File: src/rtl/adc_cc_pkg.sv
// Shared types and register addresses for the conversion controller.
// Assumes a 2-bit register address space.
package adc_cc_pkg;

    typedef enum logic [1:0] {
        ST_IDLE      = 2'd0,
        ST_WAIT_TRIG = 2'd1,
        ST_BUSY      = 2'd2
    } seq_state_t;

    localparam logic [1:0] MODE_8  = 2'd0;
    localparam logic [1:0] MODE_10 = 2'd1;

    localparam logic [1:0] ADR_CTRL = 2'd0;
    localparam logic [1:0] ADR_CFG  = 2'd1;
    localparam logic [1:0] ADR_RHI  = 2'd2;
    localparam logic [1:0] ADR_RLO  = 2'd3;

endpackage

File: src/rtl/adc_cc_regs.sv
// Control and configuration registers plus the read multiplexer.
// Assumes CHAN_W + 2 < DATA_W and RES_W - DATA_W <= DATA_W; the flag
// occupies the top control bit, the trigger select the top config bit.
module adc_cc_regs
    import adc_cc_pkg::*;
#(
    parameter int DATA_W = 8,
    parameter int CHAN_W = 5,
    parameter int RES_W  = 12
) (
    input  logic              clk,
    input  logic              rst_n,
    input  logic              reg_wr,
    input  logic [1:0]        reg_addr,
    input  logic [DATA_W-1:0] reg_wdata,
    input  logic              done_flag,
    input  logic [RES_W-1:0]  res_val,
    output logic [DATA_W-1:0] reg_rdata,
    output logic              ctrl_wr,
    output logic              wr_disable,
    output logic              cont,
    output logic              ie,
    output logic              hw_sel,
    output logic              cmp_en,
    output logic [1:0]        mode
);
    localparam int CONT_BIT = CHAN_W;
    localparam int IE_BIT   = CHAN_W + 1;
    localparam int FLAG_BIT = DATA_W - 1;
    localparam int HI_W     = RES_W - DATA_W;

    logic [CHAN_W-1:0] chan_q;
    logic              cfg_wr;

    assign ctrl_wr    = reg_wr && (reg_addr == ADR_CTRL);
    assign cfg_wr     = reg_wr && (reg_addr == ADR_CFG);
    assign wr_disable = &reg_wdata[CHAN_W-1:0];

    // Purpose: hold control fields, reset to the disabled channel code.
    always_ff @(posedge clk) begin
        if (!rst_n) begin
            chan_q <= '1;
            cont   <= 1'b0;
            ie     <= 1'b0;
        end else if (ctrl_wr) begin
            chan_q <= reg_wdata[CHAN_W-1:0];
            cont   <= reg_wdata[CONT_BIT];
            ie     <= reg_wdata[IE_BIT];
        end
    end

    // Purpose: hold configuration fields (width mode, compare, trigger select).
    always_ff @(posedge clk) begin
        if (!rst_n) begin
            mode   <= MODE_8;
            cmp_en <= 1'b0;
            hw_sel <= 1'b0;
        end else if (cfg_wr) begin
            mode   <= reg_wdata[1:0];
            cmp_en <= reg_wdata[2];
            hw_sel <= reg_wdata[DATA_W-1];
        end
    end

    // Purpose: select read data from the addressed register.
    always_comb begin
        reg_rdata = '0;
        case (reg_addr)
            ADR_CTRL: begin
                reg_rdata[CHAN_W-1:0] = chan_q;
                reg_rdata[CONT_BIT]   = cont;
                reg_rdata[IE_BIT]     = ie;
                reg_rdata[FLAG_BIT]   = done_flag;
            end
            ADR_CFG: begin
                reg_rdata[1:0]        = mode;
                reg_rdata[2]          = cmp_en;
                reg_rdata[DATA_W-1]   = hw_sel;
            end
            ADR_RHI: reg_rdata[HI_W-1:0] = res_val[RES_W-1:DATA_W];
            default: reg_rdata = res_val[DATA_W-1:0];
        endcase
    end

endmodule

File: src/rtl/adc_cc_seq.sv
// Conversion sequencer: decides when to request a conversion and whether
// a finished one may be stored. Assumes conv_done pulses only once per
// start request; a control write in the same cycle wins over conv_done.
module adc_cc_seq
    import adc_cc_pkg::*;
(
    input  logic clk,
    input  logic rst_n,
    input  logic ctrl_wr,
    input  logic wr_disable,
    input  logic hw_sel,
    input  logic cont,
    input  logic cmp_en,
    input  logic cmp_true,
    input  logic lock,
    input  logic hw_trigger,
    input  logic conv_done,
    output logic start_conv,
    output logic xfer,
    output logic busy
);
    seq_state_t state_q;
    seq_state_t stop_state;
    logic       cmp_fail;
    logic       done_ev;
    logic       restart;

    assign busy       = (state_q == ST_BUSY);
    assign cmp_fail   = cmp_en && !cmp_true;
    assign done_ev    = busy && conv_done && !ctrl_wr;
    assign xfer       = done_ev && !cmp_fail && !lock;
    assign restart    = cmp_fail ? cont : (lock || cont);
    assign stop_state = hw_sel ? ST_WAIT_TRIG : ST_IDLE;

    // Purpose: advance the sequencer and issue one-cycle start requests.
    always_ff @(posedge clk) begin
        if (!rst_n) begin
            state_q    <= ST_IDLE;
            start_conv <= 1'b0;
        end else begin
            start_conv <= 1'b0;
            if (ctrl_wr) begin
                if (wr_disable) begin
                    state_q <= ST_IDLE;
                end else if (hw_sel) begin
                    state_q <= ST_WAIT_TRIG;
                end else begin
                    state_q    <= ST_BUSY;
                    start_conv <= 1'b1;
                end
            end else begin
                case (state_q)
                    ST_WAIT_TRIG: begin
                        if (hw_trigger) begin
                            state_q    <= ST_BUSY;
                            start_conv <= 1'b1;
                        end
                    end
                    ST_BUSY: begin
                        if (done_ev) begin
                            if (restart) begin
                                start_conv <= 1'b1;
                            end else begin
                                state_q <= stop_state;
                            end
                        end
                    end
                    default: ;
                endcase
            end
        end
    end

endmodule

File: src/rtl/adc_cc_result.sv
// Result byte pair, complete flag, read lock and interrupt latch.
// Assumes the lock is set only by high-byte reads in 10/12-bit width and
// that a store outranks a low-byte read clearing the flag in one cycle.
module adc_cc_result
    import adc_cc_pkg::*;
#(
    parameter int RES_W = 12
) (
    input  logic             clk,
    input  logic             rst_n,
    input  logic             xfer,
    input  logic [RES_W-1:0] conv_result,
    input  logic [1:0]       mode,
    input  logic             ie,
    input  logic             rd_hi,
    input  logic             rd_lo,
    output logic [RES_W-1:0] res_val,
    output logic             done_flag,
    output logic             lock,
    output logic             irq
);
    localparam int SH_8  = RES_W - 8;
    localparam int SH_10 = RES_W - 10;

    logic [RES_W-1:0] justified;

    // Purpose: right-justify the raw word to the selected width.
    always_comb begin
        case (mode)
            MODE_8:  justified = conv_result >> SH_8;
            MODE_10: justified = conv_result >> SH_10;
            default: justified = conv_result;
        endcase
    end

    // Purpose: store accepted results and maintain flag and interrupt.
    always_ff @(posedge clk) begin
        if (!rst_n) begin
            res_val   <= '0;
            done_flag <= 1'b0;
            irq       <= 1'b0;
        end else if (xfer) begin
            res_val   <= justified;
            done_flag <= 1'b1;
            irq       <= irq || ie;
        end else if (rd_lo) begin
            done_flag <= 1'b0;
            irq       <= 1'b0;
        end
    end

    // Purpose: track a half-read byte pair.
    always_ff @(posedge clk) begin
        if (!rst_n) begin
            lock <= 1'b0;
        end else if (rd_lo) begin
            lock <= 1'b0;
        end else if (rd_hi && (mode != MODE_8)) begin
            lock <= 1'b1;
        end
    end

endmodule

File: src/rtl/adc_conv_ctrl.sv
// Top of the conversion controller: wires registers, sequencer and result
// store. Assumes all inputs are synchronous to clk.
module adc_conv_ctrl
    import adc_cc_pkg::*;
#(
    parameter int DATA_W = 8,
    parameter int CHAN_W = 5,
    parameter int RES_W  = 12
) (
    input  logic              clk,
    input  logic              rst_n,
    input  logic              reg_wr,
    input  logic              reg_rd,
    input  logic [1:0]        reg_addr,
    input  logic [DATA_W-1:0] reg_wdata,
    output logic [DATA_W-1:0] reg_rdata,
    input  logic              hw_trigger,
    output logic              start_conv,
    input  logic              conv_done,
    input  logic [RES_W-1:0]  conv_result,
    input  logic              cmp_true,
    output logic              irq
);
    logic             ctrl_wr;
    logic             wr_disable;
    logic             cont;
    logic             ie;
    logic             hw_sel;
    logic             cmp_en;
    logic [1:0]       mode;
    logic             xfer;
    logic             busy;
    logic             lock;
    logic             done_flag;
    logic [RES_W-1:0] res_val;
    logic             rd_hi;
    logic             rd_lo;

    assign rd_hi = reg_rd && (reg_addr == ADR_RHI);
    assign rd_lo = reg_rd && (reg_addr == ADR_RLO);

    adc_cc_regs #(.DATA_W(DATA_W), .CHAN_W(CHAN_W), .RES_W(RES_W)) u_regs (
        .clk        (clk),
        .rst_n      (rst_n),
        .reg_wr     (reg_wr),
        .reg_addr   (reg_addr),
        .reg_wdata  (reg_wdata),
        .done_flag  (done_flag),
        .res_val    (res_val),
        .reg_rdata  (reg_rdata),
        .ctrl_wr    (ctrl_wr),
        .wr_disable (wr_disable),
        .cont       (cont),
        .ie         (ie),
        .hw_sel     (hw_sel),
        .cmp_en     (cmp_en),
        .mode       (mode)
    );

    adc_cc_seq u_seq (
        .clk        (clk),
        .rst_n      (rst_n),
        .ctrl_wr    (ctrl_wr),
        .wr_disable (wr_disable),
        .hw_sel     (hw_sel),
        .cont       (cont),
        .cmp_en     (cmp_en),
        .cmp_true   (cmp_true),
        .lock       (lock),
        .hw_trigger (hw_trigger),
        .conv_done  (conv_done),
        .start_conv (start_conv),
        .xfer       (xfer),
        .busy       (busy)
    );

    adc_cc_result #(.RES_W(RES_W)) u_res (
        .clk         (clk),
        .rst_n       (rst_n),
        .xfer        (xfer),
        .conv_result (conv_result),
        .mode        (mode),
        .ie          (ie),
        .rd_hi       (rd_hi),
        .rd_lo       (rd_lo),
        .res_val     (res_val),
        .done_flag   (done_flag),
        .lock        (lock),
        .irq         (irq)
    );

endmodule

File: config.mk
export PLATFORM = sky130hd
export DESIGN_NAME = adc_conv_ctrl
export DESIGN_NICKNAME = d
export VERILOG_FILES = /design/src/rtl/adc_cc_pkg.sv /design/src/rtl/adc_cc_regs.sv /design/src/rtl/adc_cc_seq.sv /design/src/rtl/adc_cc_result.sv /design/src/rtl/adc_conv_ctrl.sv
export SDC_FILE = /design/constraint.sdc
export NUM_CORES = 1
export LEC_CHECK = 0
export BUFFER_PORTS_ARGS = -buffer_cell sky130_fd_sc_hd__buf_2
export CAP_MARGIN = 20
export CORE_ASPECT_RATIO = 0.9
export CORE_MARGIN = 4
export CORE_UTILIZATION = 40
export DETAILED_ROUTE_END_ITERATION = 10
export HOLD_SLACK_MARGIN = 0.06
export MAX_ROUTING_LAYER = met4
export PLACE_DENSITY = 0.71
export RECOVER_POWER = 50
export SYNTH_ARGS = -nofsm -noshare
export SYNTH_HDL_FRONTEND = slang
export SYNTH_SLANG_ARGS = --single-unit
export TNS_END_PERCENT = 5
File: constraint.sdc
create_clock -name clk -period 2 [get_ports clk]
set_input_delay 0.2 -clock clk [delete_from_list [all_inputs] [get_ports clk]]
set_output_delay 0.2 -clock clk [all_outputs]
set_load 0.02 [all_outputs]
==> flow_metrics.env, run 1 <==
export IMPL_post_drt_wl_per_cell_um=14.25
export IMPL_slew_viol_final=0
export IMPL_drc_errors=0
export IMPL_die_x_um=73.68
export IMPL_antenna_cells=0
export IMPL_critPathLaunchType="flop"
export IMPL_hold_start="reg_wdata[2]"
export IMPL_clk_latency_ps=290
export IMPL_fin_setup_tns_ps=0
export IMPL_yosysWarnings=0
export IMPL_firstDrtPassIters=4
export IMPL_leakage_nw=0.7330
export IMPL_finalClockSkew_ps=6.037
export IMPL_initialDrtViolationCount=58
export IMPL_r2r_slack_ps=330
export IMPL_fin_ws_ps=243.0
export IMPL_grt_met3_usage_pct=6.184
export IMPL_grt_setup_unrepaired="false"
export IMPL_post_cts_resized=0
export IMPL_clock_sinks=29
export IMPL_io_pins=39
export IMPL_min_path_cells=3
export IMPL_max_slew_margin_rel_pct=35.43
export IMPL_p_total_mw=1.286
export IMPL_place_ws_ps=331.8
export IMPL_synth_edf_count=0
export IMPL_grt_max_degree=24
export IMPL_seq_area_sq_um=580.6
export IMPL_worstSetupPathType="reg2out"
export IMPL_drv_cap=0
export IMPL_worstPathArrival_ps=1560
export IMPL_multi_input_area_sq_um=888.4
export IMPL_chipHeight_um=67.11
export IMPL_gr_total_overflow=0
export IMPL_post_route_min_period_ps=1757
export IMPL_viasPerCell=5.311
export IMPL_final_layout_size_suffix_gt1_share_pct=25.79
export IMPL_hold_buffers=0
export IMPL_post_route_period_util_pct=87.85
export IMPL_num_fill_cells=369
export IMPL_slowest_delay_ps=720
export IMPL_cts_root_buf="clkbuf_8"
export IMPL_crit_fanout=12
export IMPL_r2r_cells=6
export IMPL_max_freq_mhz=569.2
export IMPL_synth_net_count=212
export IMPL_crit_path_top_delay_cell="dfxtp_1"
export IMPL_core_sq_mm=0.003731
export IMPL_finalNetCount=251
export IMPL_crit_required_ps=1800
export IMPL_grt_pass1_vias=1262
export IMPL_hp_class="in2reg"
export IMPL_ys_seq_area_share_pct=37.39
export IMPL_die_area_sq_mm=0.004944
export IMPL_p_per_area_mw_per_mm2=698.6
export IMPL_busiest_layer="met2"
export IMPL_ant_nets=0
export IMPL_end_kind="output pin"
export IMPL_async_flop_share_pct=0
export IMPL_r2r_end="u_res.res_val[8]"
export IMPL_cts_made_buffers=5
export IMPL_avgSynthCellArea_sq_um=8.579
export IMPL_netlist_cell_type_count=37
export IMPL_syn_to_final_growth_pct=18.53
export IMPL_start_util_pct=41.62
export IMPL_synth_main_ff_cell="dfxtp_1"
export IMPL_wirelength_um=3805
export IMPL_netlist_area_sq_mm=0.001553
export IMPL_cts_tree="built"
export IMPL_routabilityCongestion=0.8104
export IMPL_cts_max_level=2
export IMPL_crit_chain="mux4_2 > buf_2"
export IMPL_grt_pass1_wl_um=5968
export IMPL_ir_drop_mv=0.2473
export IMPL_grt_usage_pct=16.59
export IMPL_ys_ff_latch=29
export IMPL_outcome="complete, no violations"
export IMPL_finalSetupViolations=0
export IMPL_cts_setup_buffers=0
export IMPL_tightestPinTransition_ps=964.3
export IMPL_grt_use_met2_pct=24.78
export IMPL_port_buffers=38
export IMPL_clock_path_buffers=2
export IMPL_met1_usage_pct=20.26
export IMPL_clk_pin_slew_ps=70
export IMPL_holdPathEnd="u_regs.chan_q[2]"
export IMPL_rows=21
export IMPL_dp_hpwl_um=2862
export IMPL_synthCells=181
export IMPL_r2r_start="u_seq.state_q[0]"
export IMPL_hold_viol=0
export IMPL_vias=1418
export IMPL_antenna_found_initial=0
per-stage QoR:
stage               cell area, sq um  std cells  hold WS [ps]  utilization [%]
floorplan                       1553        181         324.0                -
global placement                1768        259         446.2            47.38
detailed placement              1768        259         443.0            47.38
CTS                             1854        267         152.4            49.70
global route                    1841        267         158.8            49.33
finish                          1841        267         151.6            49.33
cells in the final DEF (no fill, tap or decap), types with 3 or more instances in the layout:
cell type / n
mux2i_1: 14
clkbuf_1: 6
buf_4: 4
inv_1: 3
o21ai_0: 10
a21oi_1: 14
nand2_1: 46
nand3_1: 9
dfxtp_1: 29
buf_2: 32
mux4_2: 3
clkbuf_8: 5
a22o_1: 4
nor2_1: 8
nor2b_1: 4
report_power, final:
group          leakage [nW]  internal (mW)  switching, mW
logic                 0.453         0.0828          0.110
clock network        0.0439          0.239          0.238
registers             0.236          0.599         0.0159
worst max-delay path: cells and delay by family, from the launching register on:
family,cells,cell delay [ps]
flip-flops,1,720
buffers and inverters,1,160
multiplexers,1,380
flip-flops by register name (all words and copies together), names as in the netlist, 2 cells and up:
register	cells
u_regs.chan_q	5
u_regs.mode	2
u_res.res_val	12
u_seq.state_q	2
Yosys cell counts (all sizes together) (2+ instances only):
library cell / count / share of area [%]
a211oi: 2 / 0.97
a21boi: 2 / 1.2
a21oi: 14 / 4.5
a221oi: 2 / 1.9
a22o: 4 / 2.3
buf: 6 / 3.1
clkbuf: 4 / 0.97
dfxtp: 29 / 37
ha: 2 / 1.6
inv: 3 / 0.73
mux2i: 14 / 9.0
mux4: 3 / 4.4
nand2: 47 / 12
nand3: 9 / 2.9
nor2: 8 / 1.9
nor2b: 4 / 1.6
nor3: 2 / 0.64
nor3b: 3 / 2.2
o21ai: 10 / 3.2
logic make-up after synthesis:
logic type,Yosys count,share of synthesized area (%)
AO/OA/AOI/OAI,40,17.57
adder cells (fa/ha/maj),2,1.611
buffers and inverters,14,4.995
flip-flops,29,37.39
multiplexers,18,14.10
AND/OR/NAND/NOR,78,24.34
worst max-delay path by stage:
| stage | startpoint | end | slack (ps) |
|---|---|---|---|
| final | u_regs.mode[0] | reg_rdata[0] | 240 |
| after global placement | reg_addr[1] | u_res.res_val[8] | 400 |
| after global routing | reg_addr[1] | u_res.res_val[6] | 130 |
| after floorplan | u_seq.state_q[0] | u_res.res_val[2] | 510 |
| after CTS | u_regs.mode[0] | reg_rdata[0] | 260 |
| after detailed placement | u_seq.state_q[0] | u_res.res_val[9] | 330 |
metal layers:
metal / vias to the layer above / part of all wire (%) / wire [um]
met2: 41 / 46 / 1736
met5: - / 0 / 0
met3: 5 / 7.9 / 302
met4: 0 / 1.5 / 57
met1: 653 / 45 / 1708
li1: 719 / - / -
cell type report:
class	instances	area share (%)
Sequential cell	29	31.54
Tap cell	46	3.127
Timing Repair Buffer	42	11.56
Inverter	4	0.8158
Clock inverter	3	0.9517
Multi-Input combinational cell	138	48.27
Clock buffer	5	3.739
No activity file was read; power rests on OpenSTA's default activity.
==> run 2, diff against run 1 <==
--- a/config.mk
+++ b/config.mk
@@ -5,6 +5,7 @@
 export SDC_FILE = /design/constraint.sdc
 export NUM_CORES = 1
 export LEC_CHECK = 0
+export ABC_AREA = 1
 export BUFFER_PORTS_ARGS = -buffer_cell sky130_fd_sc_hd__buf_2
 export CAP_MARGIN = 20
 export CORE_ASPECT_RATIO = 0.9
==> run 2 against run 1 <==
Effect of this change: global-route usage increased by 1.1 points; synthesized cell count increased by 27%; critical endpoint is now reg_rdata[4]; flip-flop and latch count unchanged; clock power increased by 32%; clock-buffer cell count increased by 2; sequential power increased by 8.6%; largest power group unchanged.
==> flow_metrics.env, run 2 <==
export IMPL_final_cell_mix="78 x nand2_1, 31 x buf_2, 29 x dfxtp_1, 22 x inv_1, 22 x nand3_1"
export IMPL_netlist_area_sq_mm=0.001523
export IMPL_finalClockSkew_ps=10.05
export IMPL_hold_start="reg_wdata[4]"
export IMPL_wirelength_um=3898
export IMPL_vias=1610
export IMPL_clk_pin_slew_ps=60
export IMPL_ant_nets=0
export IMPL_leakage_nw=0.8086
export IMPL_hold_buffers=0
export IMPL_cp_startpoint="reg_addr[0]"
export IMPL_clock_sinks=29
export IMPL_finalNetCount=301
export IMPL_dp_hpwl_um=2931
export IMPL_crit_fanout=9
export IMPL_io_pins=39
export IMPL_final_layout_size_suffix_gt1_share_pct=15.50
export IMPL_grt_setup_unrepaired="false"
export IMPL_worstPathArrival_ps=1420
export IMPL_worstSetupPathType="in2out"
export IMPL_tightestPinTransition_ps=726.8
export IMPL_max_slew_margin_rel_pct=51.37
export IMPL_synth_edf_count=0
export IMPL_fin_ws_ps=376.0
export IMPL_post_route_period_util_pct=81.20
export IMPL_placedCellCount=307
export IMPL_regMostFlops="u_res.res_val"
export IMPL_antenna_cells=0
export IMPL_gr_total_overflow=0
export IMPL_p_total_mw=1.676
export IMPL_netSwitchingPower_uw=492.9
export IMPL_synthCells=230
export IMPL_ir_drop_mv=0.3313
export IMPL_slew_viol_final=0
export IMPL_initialDrtViolationCount=133
export IMPL_cts_made_buffers=5
export IMPL_hp_class="in2reg"
export IMPL_critPathLaunchType="input port"
export IMPL_viasPerCell=5.111
export IMPL_clk_latency_ps=290
export IMPL_antenna_found_initial=0
export IMPL_hold_viol=0
export IMPL_sequentialPowerShare_pct=39.9
export IMPL_async_flop_share_pct=0
export IMPL_crit_required_ps=1800
export IMPL_dpl_instance_area_sq_mm=0.001735
export IMPL_cts_tree="built"
export IMPL_grt_pass1_vias=1394
export IMPL_synth_top_cell_by_area="dfxtp_1"
export IMPL_chipHeight_um=66.53
export IMPL_cts_max_level=2
export IMPL_synth_net_count=261
export IMPL_max_freq_mhz=615.8
export IMPL_ys_ff_latch=29
export IMPL_post_cts_resized=0
export IMPL_largestRegisters="u_res.res_val: 12 flops, u_regs.chan_q: 5 flops"
export IMPL_netlist_cell_type_count=26
export IMPL_post_route_cell_area_sq_mm=0.001833
export IMPL_largest_reg_flops=12
export IMPL_core_sq_mm=0.003528
export IMPL_comb_power_share_pct=22.6
export IMPL_r2r_start="u_regs.mode[1]"
export IMPL_outcome="complete, no violations"
export IMPL_grt_pass1_wl_um=6354
export IMPL_netSwitchingFraction_pct=29.41
export IMPL_drc_errors=0
export IMPL_final_common_cell="nand2_1"
export IMPL_port_buffers=38
export IMPL_cts_root_buf="clkbuf_8"
export IMPL_firstDrtPassIters=5
export IMPL_clock_path_buffers=2
export IMPL_synth_main_ff_cell="dfxtp_1"
export IMPL_p_int_mw=1.183
export IMPL_syn_to_final_growth_pct=20.38
export IMPL_die_x_um=73.04
export IMPL_yosysWarnings=0
export IMPL_avgSynthCellArea_sq_um=6.620
export IMPL_grt_usage_pct=17.69
export IMPL_place_ws_ps=542.0
export IMPL_rows=20
export IMPL_synth_commonest_cells="78 x nand2_1, 29 x dfxtp_1, 22 x nand3_1"
export IMPL_finalNonFillerCells=315
export IMPL_post_drt_wl_per_cell_um=12.37
export IMPL_start_util_pct=43.16
export IMPL_end_kind="output pin"
export IMPL_post_route_min_period_ps=1624
export IMPL_finalSetupViolations=0
export IMPL_fin_setup_tns_ps=0
export IMPL_clkPwrFrac_pct=37.5
export IMPL_synth_top_area_share_pct=38.13
export IMPL_cts_setup_buffers=0
export IMPL_routabilityCongestion=0.8429
export IMPL_drv_cap=0
export IMPL_synth_most_common_cell="nand2_1"
export IMPL_p_per_area_mw_per_mm2=914.5
export IMPL_grt_max_degree=24
export IMPL_die_area_sq_mm=0.004859
export IMPL_synthTopCellsByArea="dfxtp_1 38%, nand2_1 19%, nand3_1 7.2%"
export IMPL_ys_seq_area_share_pct=38.13
run 2: changes by cell type after synthesis, moves of 3 or more:
| cell | delta |
|---|---|
| o21ai_0 | +6 |
| inv_1 | +18 |
| nand3_1 | +13 |
| nor2b_1 | -4 |
| nor2_1 | +7 |
| mux4_2 | -3 |
| nand2_1 | +32 |
| a21oi_1 | +6 |
| mux2i_1 | -14 |
| o21ai_1 | +5 |
run 2: logic make-up (layout without fill, tap and decap cells):
logic type               count (synthesis)  in the layout  share of synthesized area, %
flip-flops                              29             29                         38.13
AO/OA/AOI/OAI                           48             48                         17.17
AND/OR/NAND/NOR                        121            121                         34.18
adder cells (fa/ha/maj)                  2              2                         1.643
buffers and inverters                   30             71                         8.874
run 2: final timing paths:
| check | to | slack, ps | cells past startpoint |
|---|---|---|---|
| setup / recovery | reg_rdata[4] | 380 | 5 |
| hold / removal | u_regs.chan_q[4] | 140 | 3 |
| setup reg to reg | u_res.res_val[6] | 510 | 6 |
| hold reg to reg | u_res.res_val[6] | 450 | 2 |
run 2: power groups by stage:
| stage | clock (mW) | sequential [mW] | combinational, mW |
|---|---|---|---|
| 3_5_place_dp | 0 | 0.681 | 0.381 |
| 5_1_grt | 0.664 | 0.676 | 0.434 |
| 4_1_cts | 0.644 | 0.669 | 0.383 |
| 2_1_floorplan | 0 | 0.677 | 0.285 |
| 6_report | 0.629 | 0.668 | 0.379 |
| 3_3_place_gp | 0 | 0.680 | 0.382 |
run 2: critical path, stage by stage:
cell and delay [ps]:
clkbuf_1 110, nor2_1 580, nand2_1 150, o21ai_0 120
clkbuf_1 260
run 2: area by class of cell:
type	count	area (sq um)
fill	374	1695
timing repair buffer	39	188.9
sequential	29	580.6
clock inverter	1	30.03
clock buffer	7	86.33
multi-input combinational	171	797.0
inverter	24	95.09
tap	44	55.05
run 2: layer usage:
metal  vias up  track usage (%)  share of wire (%)
met4         0            10.37                2.4
met2        53            24.11                 41
met3         8            3.771                7.3
li1        833                -                  -
met1       716            23.77                 49
met5         -                -                  0
run 2: through the flow:
stage	hold slack [ps]	utilization, %
2_1_floorplan	313.2	-
3_3_place_gp	425.9	49.18
3_5_place_dp	432.7	49.18
4_1_cts	131.7	52.48
5_1_grt	142.7	51.95
6_report	138.3	51.95
==> run 3, diff against run 2 <==
--- a/config.mk
+++ b/config.mk
@@ -5,7 +5,7 @@
 export SDC_FILE = /design/constraint.sdc
 export NUM_CORES = 1
 export LEC_CHECK = 0
-export ABC_AREA = 1
+export ABC_AREA = 0
 export BUFFER_PORTS_ARGS = -buffer_cell sky130_fd_sc_hd__buf_2
 export CAP_MARGIN = 20
 export CORE_ASPECT_RATIO = 0.9
==> constraint.sdc (replaced) <==
create_clock -name clk -period 1.7 [get_ports clk]
set_input_delay 0.17 -clock clk [delete_from_list [all_inputs] [get_ports clk]]
set_output_delay 0.17 -clock clk [all_outputs]
set_load 0.02 [all_outputs]
==> run 3 against run 2 <==
Effect of this change: flip-flop and latch count did not move; final cell count fell by 13%; worst hold slack got worse by 10 ps; clock power down 11%; sequential share of layout area is 1.1 points lower; largest cell class unchanged.
==> flow_metrics.env, run 3 (same netlist as run 1, synthesis figures left out) <==
export IMPL_outcome="complete, no violations"
export IMPL_worstPathArrival_ps=1800
export IMPL_io_pins=39
export IMPL_whs_ps=127.9
export IMPL_core_sq_mm=0.003731
export IMPL_max_freq_mhz=614.1
export IMPL_cts_made_buffers=5
export IMPL_antenna_found_initial=0
export IMPL_post_route_period_util_pct=95.79
export IMPL_post_route_min_period_ps=1628
export IMPL_ant_nets=0
export IMPL_wirelength_um=3914
export IMPL_num_fill_cells=370
export IMPL_end_kind="flop"
export IMPL_grt_pass1_wl_um=6078
export IMPL_finalClockSkew_ps=11.44
export IMPL_finalSetupViolations=0
export IMPL_p_per_area_mw_per_mm2=801.8
export IMPL_rows=21
export IMPL_drv_cap=0
export IMPL_drc_errors=0
export IMPL_syn_to_final_growth_pct=22.40
export IMPL_clk_pin_slew_ps=70
export IMPL_dp_hpwl_um=2912
export IMPL_p_total_mw=1.524
export IMPL_routabilityCongestion=0.8328
export IMPL_largest_reg_flops=12
export IMPL_grt_pass1_vias=1306
export IMPL_clk_latency_ps=290
export IMPL_post_drt_wl_per_cell_um=14.34
export IMPL_largestRegisters="u_res.res_val: 12 flops, u_regs.chan_q: 5 flops"
export IMPL_final_layout_size_suffix_gt1_share_pct=28.19
export IMPL_cts_max_level=2
export IMPL_leakage_nw=0.7718
export IMPL_final_cell_mix="46 x nand2_1, 34 x buf_2, 29 x dfxtp_1, 14 x mux2i_1, 14 x a21oi_1"
export IMPL_chipHeight_um=67.11
export IMPL_multi_input_area_sq_um=897.1
export IMPL_r2r_end="u_res.res_val[9]"
export IMPL_min_path_cells=3
export IMPL_antenna_cells=0
export IMPL_port_buffers=38
export IMPL_seq_area_sq_um=580.6
export IMPL_viasPerCell=5.352
export IMPL_grt_usage_pct=16.77
export IMPL_clock_sinks=29
export IMPL_ir_drop_mv=0.3950
export IMPL_die_x_um=73.68
export IMPL_tightestPinTransition_ps=475.0
export IMPL_hold_start="reg_wdata[5]"
export IMPL_start_util_pct=41.62
export IMPL_r2r_cells=6
export IMPL_worstSetupPathType="reg2reg"
export IMPL_final_common_cell="nand2_1"
export IMPL_initialDrtViolationCount=47
export IMPL_holdPathEnd="u_regs.cont"
export IMPL_r2r_slack_ps=70
export IMPL_hold_viol=0
export IMPL_r2r_start="u_seq.state_q[0]"
export IMPL_crit_required_ps=1870
export IMPL_finalNetCount=257
export IMPL_slew_viol_final=0
export IMPL_die_area_sq_mm=0.004944
export IMPL_firstDrtPassIters=4
export IMPL_grt_max_degree=22
export IMPL_vias=1461
export IMPL_crit_fanout=13
export IMPL_max_slew_margin_rel_pct=68.33
export IMPL_cts_root_buf="clkbuf_8"
export IMPL_cts_tree="built"
export IMPL_regMostFlops="u_res.res_val"
export IMPL_hp_class="in2reg"
export IMPL_clock_path_buffers=2
export IMPL_gr_total_overflow=0
export IMPL_critPathLaunchType="flop"
run 3: cell types whose count changed in the layout (fill, tap and decap cells not counted), sizes merged, moves of 3 or more:
cell / delta
nand2: -32
nand3: -13
mux4: +3
o21ai: -11
a21oi: -6
nor2b: +4
buf: +9
nor2: -9
inv: -20
mux2i: +14
nor3b: +3
run 3: report_power, final:
group	switching, mW	internal (mW)
logic	0.137	0.108
registers	0.0168	0.705
clock network	0.275	0.282
total	0.429	1.10
run 3: what timing repair did:
item	4_1_cts	5_1_grt
buffers inserted	0	1
hold buffers	0	0
gates resized for setup	0	2
endpoints found under the setup margin	0	13
hold endpoints to repair	0	0
run 3: worst max path at each step:
| stage | startpoint | end | slack (ps) | cells past startpoint |
|---|---|---|---|---|
| 3_3_place_gp | u_seq.state_q[0] | u_res.res_val[8] | 110 | 6 |
| 2_1_floorplan | u_seq.state_q[0] | u_res.res_val[2] | 210 | 7 |
| 6_report | u_seq.state_q[0] | u_res.res_val[9] | 70 | 6 |
| 5_1_grt | u_seq.state_q[0] | u_res.res_val[9] | -5 | 6 |
| 4_1_cts | u_seq.state_q[0] | u_res.res_val[11] | 30 | 6 |
| 3_5_place_dp | u_seq.state_q[0] | u_res.res_val[11] | 60 | 6 |
run 3: metal layers:
metal | up-vias | part of all wire (%) | track usage, %
li1 | 729 | - | -
met1 | 672 | 44 | 20.74
met2 | 53 | 47 | 24.45
met3 | 7 | 7.2 | 4.827
met4 | 0 | 2.2 | 9.050
met5 | - | 0 | -
run 3: worst max-delay path: stages, from the launching register on:
cell,delay [ps]
dfxtp_1,330
inv_1,70
ha_2,200
nand2_2,100
or4_4,550
a221oi_2,200
nor3_1,60
run 3: layout make-up:
class	count	area share (%)
clock buffers	5	3.621
clock inverters	3	0.9217
inverters	4	0.7900
multi-input cells	138	47.20
flip-flops and latches	29	30.55
well taps	46	3.028
repair buffers	48	13.89
run 3: through the flow:
| step | area, sq um | utilization (%) | setup slack [ps] | setup TNS [ps] | instances |
|---|---|---|---|---|---|
| after floorplan | 1553 | - | 214.1 | 0 | 181 |
| after global routing | 1901 | 50.94 | -5.310 | -5.310 | 273 |
| final | 1901 | 50.94 | 71.62 | 0 | 273 |
| after global placement | 1805 | 48.39 | 108.4 | 0 | 264 |
| after CTS | 1892 | 50.70 | 30.51 | 0 | 272 |
| after detailed placement | 1805 | 48.39 | 55.01 | 0 | 264 |
